### src/rtl/seq_change_detector.sv
module seq_change_detector (
  input  logic clk,
  input  logic rst,
  input  logic din,
  output logic moore_flag,
  output logic mealy_flag
);

  typedef enum logic [2:0] {
    MO_START  = 3'd0,
    MO_LOW    = 3'd1,
    MO_HIGH   = 3'd2,
    MO_ROSE   = 3'd3,
    MO_FELL   = 3'd4
  } moore_st_t;

  typedef enum logic [1:0] {
    ME_START = 2'd0,
    ME_LOW   = 2'd1,
    ME_HIGH  = 2'd2
  } mealy_st_t;

  moore_st_t mo_q, mo_d;
  mealy_st_t me_q, me_d;

  always_comb begin
    case (mo_q)
      MO_START: mo_d = din ? MO_HIGH : MO_LOW;
      MO_LOW:   mo_d = din ? MO_ROSE : MO_LOW;
      MO_HIGH:  mo_d = din ? MO_HIGH : MO_FELL;
      MO_ROSE:  mo_d = din ? MO_HIGH : MO_FELL;
      MO_FELL:  mo_d = din ? MO_ROSE : MO_LOW;
      default:  mo_d = MO_START;
    endcase
  end

  always_comb begin
    case (me_q)
      ME_START: me_d = din ? ME_HIGH : ME_LOW;
      ME_LOW:   me_d = din ? ME_HIGH : ME_LOW;
      ME_HIGH:  me_d = din ? ME_HIGH : ME_LOW;
      default:  me_d = ME_START;
    endcase
  end

  always_ff @(posedge clk) begin
    if (rst) begin
      mo_q <= MO_START;
      me_q <= ME_START;
    end else begin
      mo_q <= mo_d;
      me_q <= me_d;
    end
  end

  assign moore_flag = (mo_q == MO_ROSE) || (mo_q == MO_FELL);
  assign mealy_flag = !rst && (((me_q == ME_LOW) && din) || ((me_q == ME_HIGH) && !din));

endmodule

### config.mk
export PLATFORM = sky130hd
export DESIGN_NAME = seq_change_detector
export DESIGN_NICKNAME = d
export VERILOG_FILES = /design/src/rtl/seq_change_detector.sv
export SDC_FILE = /design/constraint.sdc
export NUM_CORES = 1
export LEC_CHECK = 0
export BUFFER_PORTS_ARGS = -buffer_cell sky130_fd_sc_hd__clkbuf_2
export CAP_MARGIN = 25
export CORE_AREA = 2 2 39 41
export DETAILED_ROUTE_END_ITERATION = 7
export DIE_AREA = 0 0 41 43
export GPL_ROUTABILITY_DRIVEN = 0
export SYNTH_ARGS = -nofsm -noshare
export SYNTH_HDL_FRONTEND = slang
export SYNTH_SLANG_ARGS = --single-unit
### constraint.sdc
create_clock -name clk -period 1.2 [get_ports clk]
set_input_delay 0 -clock clk [delete_from_list [all_inputs] [get_ports clk]]
set_output_delay 0 -clock clk [all_outputs]
set_load 0.02 [all_outputs]
# [Word-level counts from Yosys, hierarchy flattened]
# Cells that the tools add are included.
[totals] reg_bits=5 latchBits=0 ram_bits=0 mem_bits_ro=0 out_inout_bits=2 mem_count=0
[op_classes] add_sub_neg=0 n_mul=0 n_div=0 order_cmp=0 eq_ne=6 shift=0 mux=5 bitwise_logic=1 n_reduce_logical=13
[ops] operator="3-bit one-hot mux with 3 select lines" count=1
[ops] operator="3-bit by 2-bit equality test with 1-bit output (second input constant)" count=2
[ops] operator="2-bit two-way mux" count=3
[ops] operator="2-bit OR reduction" count=3
[ops] operator="3-bit by 1-bit equality test with 1-bit output (second input constant)" count=1
[ops] operator="3-bit equality test (second input constant)" count=1
[ops] operator="1-bit logical AND" count=3
[ops] operator="3-bit logical NOT" count=1
[ops] operator="3-bit two-way mux" count=1
[ops] operator="3-bit OR reduction" count=1
[ops] operator="2-bit by 1-bit equality test with 1-bit output (second input constant)" count=1
[ops] operator="2-bit equality test (second input constant)" count=1
[ops] operator="1-bit logical NOT" count=2
[ops] operator="2-bit logical NOT" count=1
[ops] operator="1-bit logical OR" count=2
[ops] operator="1-bit inverter" count=1

# [Longest topological paths before layout]
[logic_depth] depth_word=4 mapped_depth=2

# [Worst setup path before layout]
# OpenSTA, ideal clock, no wires.
[synth_timing] path_kind="register to output" start="reg me_q[1]" end="out mealy_flag" arrival_time_ps=1041 required_time_ps=1200 setup_slack_ps=159 stages_incl_launch_ff=3 cell_sequence="dfxtp_1 or3b_1 a21oi_1"
[synth_via] elab_chain_cells=4
[synth_rtl] item="start: declaration" line_no="24" source="mealy_st_t me_q, me_d;"
[synth_rtl] item="start signal: assignment" line_no="52" source="me_q <= me_d;"
[synth_rtl] item="2-bit by 1-bit equality test with 1-bit output / 2-bit equality test (equally long branches)" line_no="57" source="assign mealy_flag = !rst && (((me_q == ME_LOW) && din) || ((me_q == ME_HIGH) && !din));"
[synth_rtl] item="1-bit logical AND" line_no="57"
[synth_rtl] item="1-bit logical OR *" line_no="57"
[synth_rtl] item="1-bit logical AND *" line_no="57"
[synth_rtl] item="end: declaration" line_no="6" source="output logic mealy_flag"
# Every way passes the cells marked *; elsewhere a longest branch is shown, timed or not.

# [Worst setup path in the final report]
# Same ends and word-level chain as after synthesis.

==> load_flow_metrics.sql <==
INSERT INTO impl_metrics (metric_group, metric, value, unit) VALUES
('clocking', 'root_buffer', 'sky130_fd_sc_hd__clkbuf_4', ''),
('route', 'route.detailed.wl_per_inst', '8.915', 'microns'),
('timing', 'worst_pin_slew', '279.8', 'ps'),
('outcome', 'status', 'finished, final reports clean', ''),
('cells_and_area', 'stdcell_area', '326.6', 'sq um'),
('setup_path', 'start_kind', 'flip-flop', ''),
('setup_path', 'worst_ep_arrival_time', '1180', 'ps'),
('setup_path', 'cp-end-kind', 'primary output', ''),
('hold_path', 'timing.hold.worst.class', 'primary input to flip-flop', ''),
('clocking', 'htree_num_levels', '1', ''),
('synthesis', 'synth_net_count', '21', ''),
('power_and_ir_drop', 'report.power.total', '0.0004394', 'W'),
('timing', 'total_count_of_hold_check_failures_in_the_final_report', '0', ''),
('cells_and_area', 'filler_cell_count', '156', ''),
('global_routing', 'global_route.overflow_total', '0', ''),
('synthesis', 'synth_seq_cells', '5', ''),
('hold_path', 'whs_endpoint', 'me_q[1]', ''),
('timing', 'final-max-slew-violation-count', '0', ''),
('route', 'dr.first_iter.drc_count', '0', ''),
('hold_path', 'hold_path_depth', '3', ''),
('setup_path', 'worst-r2r-cell-count', '2', ''),
('power_and_ir_drop', 'static_power_due_to_leakage', '0.1289', 'nW'),
('global_routing', 'gr-usage-all-layers', '7.035', '%'),
('setup_path', 'setup.reg_to_reg.worst_slack', '310', 'ps'),
('global_routing', 'antenna_found_initial', '0', ''),
('setup_path', 'timing.critical_path.max_delay_family', 'simple AND/OR/NAND/NOR gates', ''),
('setup_path', 'path_cells', 'or3b_1, a21oi_2, buf_6', ''),
('setup_path', 'worstReg2RegStart', 'mo_q[2]', ''),
('clocking', 'cts_max_path_buffers', '2', ''),
('clocking', 'cts_sinks', '5', ''),
('clocking', 'clock_insertion_delay_worst_skew', '250', 'ps'),
('synthesis', 'netlist_top_cells_area', 'sky130_fd_sc_hd__dfxtp_1 51%, sky130_fd_sc_hd__a21oi_1 7.6%, sky130_fd_sc_hd__nor3b_2 6.3%', ''),
('route', 'final_routed_drc_violation_total', '0', ''),
('setup_path', 'critical_path.n_buffers_inverters', '1', ''),
('cells_and_area', 'areaGrowthSynthToFinish', '65.19', '%'),
('timing', 'period_needed', '1180', 'ps'),
('timing', 'slew_headroom', '81.30', '%'),
('route', 'dr.pass1.iters', '1', ''),
('power_and_ir_drop', 'max-vdd-ir-drop', '0.5659', 'mV'),
('synthesis', 'synth_area_per_inst', '10.98', 'sq um'),
('placement', 'portbufs', '4', ''),
('global_routing', 'grt_max_degree', '6', ''),
('die', 'die_h', '43', 'microns'),
('route', 'post_drt_via_cell_ratio', '4.021', ''),
('setup_path', 'criticalPathCategory', 'flip-flop to primary output', ''),
('synthesis', 'netlist-cell-type-count', '12', ''),
('synthesis', 'synthesis.instances', '18', ''),
('timing', 'setup_viol', '0', ''),
('synthesis', 'synthesis.yosys.warnings', '0', ''),
('route', 'num_vias', '189', ''),
('synthesis', 'synth.top_cell.area_share', '50.63', '%'),
('setup_path', 'timing.critical_path.required', '1200', 'ps'),
('synthesis', 'synth_top_cell_by_area', 'sky130_fd_sc_hd__dfxtp_1', ''),
('hold_path', 'origin_of_the_worst_min_delay_path', 'din', ''),
('die', 'ios', '5', ''),
('timing', 'worst_clock_skew', '2.106', 'ps'),
('setup_path', 'crit_path_start', 'me_q[1]', ''),
('timing', 'worst_slack', '19.56', 'ps'),
('placement', 'dp_worst_setup_slack', '175.6', 'ps'),
('power_and_ir_drop', 'p_per_area', '1346', 'mW/mm^2'),
('die', 'area_enclosed_by_the_die_boundary', '0.001763', 'sq mm'),
('cells_and_area', 'fraction_of_layout_cells_with_a_size_suffix_above_1', '54.84', '%'),
('cells_and_area', 'final-seq-area', '105.1', 'sq um'),
('global_routing', 'first_global_vias', '173', ''),
('cells_and_area', 'utilization_after_layout', '23.60', '%'),
('cells_and_area', 'antenna-diode-count', '0', ''),
('setup_path', 'critical_path.reg2reg.endpoint', 'mo_q[0]', ''),
('clocking', 'clkTransAtPathRegs', '40', 'ps'),
('global_routing', 'global_route_wire_length_before_repair', '683', 'microns'),
('setup_path', 'critical-path-slowest-cell', 'sky130_fd_sc_hd__or3b_1', ''),
('clocking', 'tritoncts', 'yes', '');
[worst min-delay path: cells and delay by family]
| kind | cells | cell delay, ps |
|---|---|---|
| AO/OA/AOI/OAI | 1 | 40 |
| buffers and inverters | 1 | 110 |
| AND/OR/NAND/NOR | 1 | 180 |
[final cells by class]
class / instances / area share (%)
flip-flops and latches: 5 / 32.18
repair buffers: 9 / 21.84
clock buffers: 4 / 8.046
well taps: 16 / 6.130
multi-input cells: 13 / 31.80
[state kept, by name (all words and copies together), names as in the netlist]
signal  cells
mo_q        3
me_q        2
[repair_timing]
item	in CTS	in global routing
buffers inserted	2	1
endpoints found under the hold margin	3	0
endpoints found under the setup margin	2	2
pin swaps	1	0
gates resized for setup	5	6
hold buffers	2	0
[metrics by stage]
step                cells  hold slack (ps)
finish                 47            119.2
floorplan              18            72.76
global placement       38            245.1
CTS                    46            110.6
global route           47            144.0
detailed placement     38            242.8
[metal layers]
layer,vias to the layer above,routed length [microns],global-route usage (%)
met4,0,17,6.000
met1,82,180,6.129
li1,95,-,-
met2,7,166,7.500
met5,-,0,0
met3,5,54,9.424
[Yosys cell counts]
master / number
sky130_fd_sc_hd__dfxtp_1: 5
sky130_fd_sc_hd__a21oi_1: 3
sky130_fd_sc_hd__a2111oi_1: 1
sky130_fd_sc_hd__a211oi_1: 1
sky130_fd_sc_hd__mux2i_1: 1
sky130_fd_sc_hd__nand2_1: 1
sky130_fd_sc_hd__nand3b_1: 1
sky130_fd_sc_hd__nor3b_2: 1
sky130_fd_sc_hd__nor4b_1: 1
sky130_fd_sc_hd__or2_2: 1
sky130_fd_sc_hd__or2b_1: 1
sky130_fd_sc_hd__or3b_1: 1
[layout by cell type (no fill, tap or decap), types with 2 or more instances in the layout]
master and count:
sky130_fd_sc_hd__clkbuf_2 2, sky130_fd_sc_hd__a21oi_1 2, sky130_fd_sc_hd__buf_4 4, sky130_fd_sc_hd__dfxtp_2 4, sky130_fd_sc_hd__dlygate4sd3_1 2, sky130_fd_sc_hd__clkbuf_4 3
[worst max-delay path by stage]
| stage | to | slack [ps] | cells past startpoint |
|---|---|---|---|
| 6_report | mealy_flag | 20 | 3 |
| 5_1_grt | mealy_flag | -40 | 3 |
| 4_1_cts | mealy_flag | -30 | 3 |
| 3_5_place_dp | mealy_flag | 180 | 3 |
| 3_3_place_gp | mealy_flag | 210 | 3 |
| 2_1_floorplan | mealy_flag | 160 | 2 |
[cells by family (layout without fill, tap and decap cells)]
group	Yosys count	after routing	share of synthesized area [%]
and+or+nand+nor	7	7	27.85
muxes	1	1	5.063
DFF	5	5	50.63
buffers and inverters	0	13	0
AOI/OAI and AO/OA	5	5	16.46
[power breakdown]
group | total (W) | switching, W | internal [W] | leakage [nW]
combinational | 0.0000542 | 0.0000218 | 0.0000324 | 0.0714
clock | 0.000200 | 0.0000739 | 0.000126 | 0.0150
sequential | 0.000185 | 0.00000747 | 0.000178 | 0.0425
total | 0.000439 | 0.000103 | 0.000336 | 0.129
No activity file was read; power rests on OpenSTA's default activity.
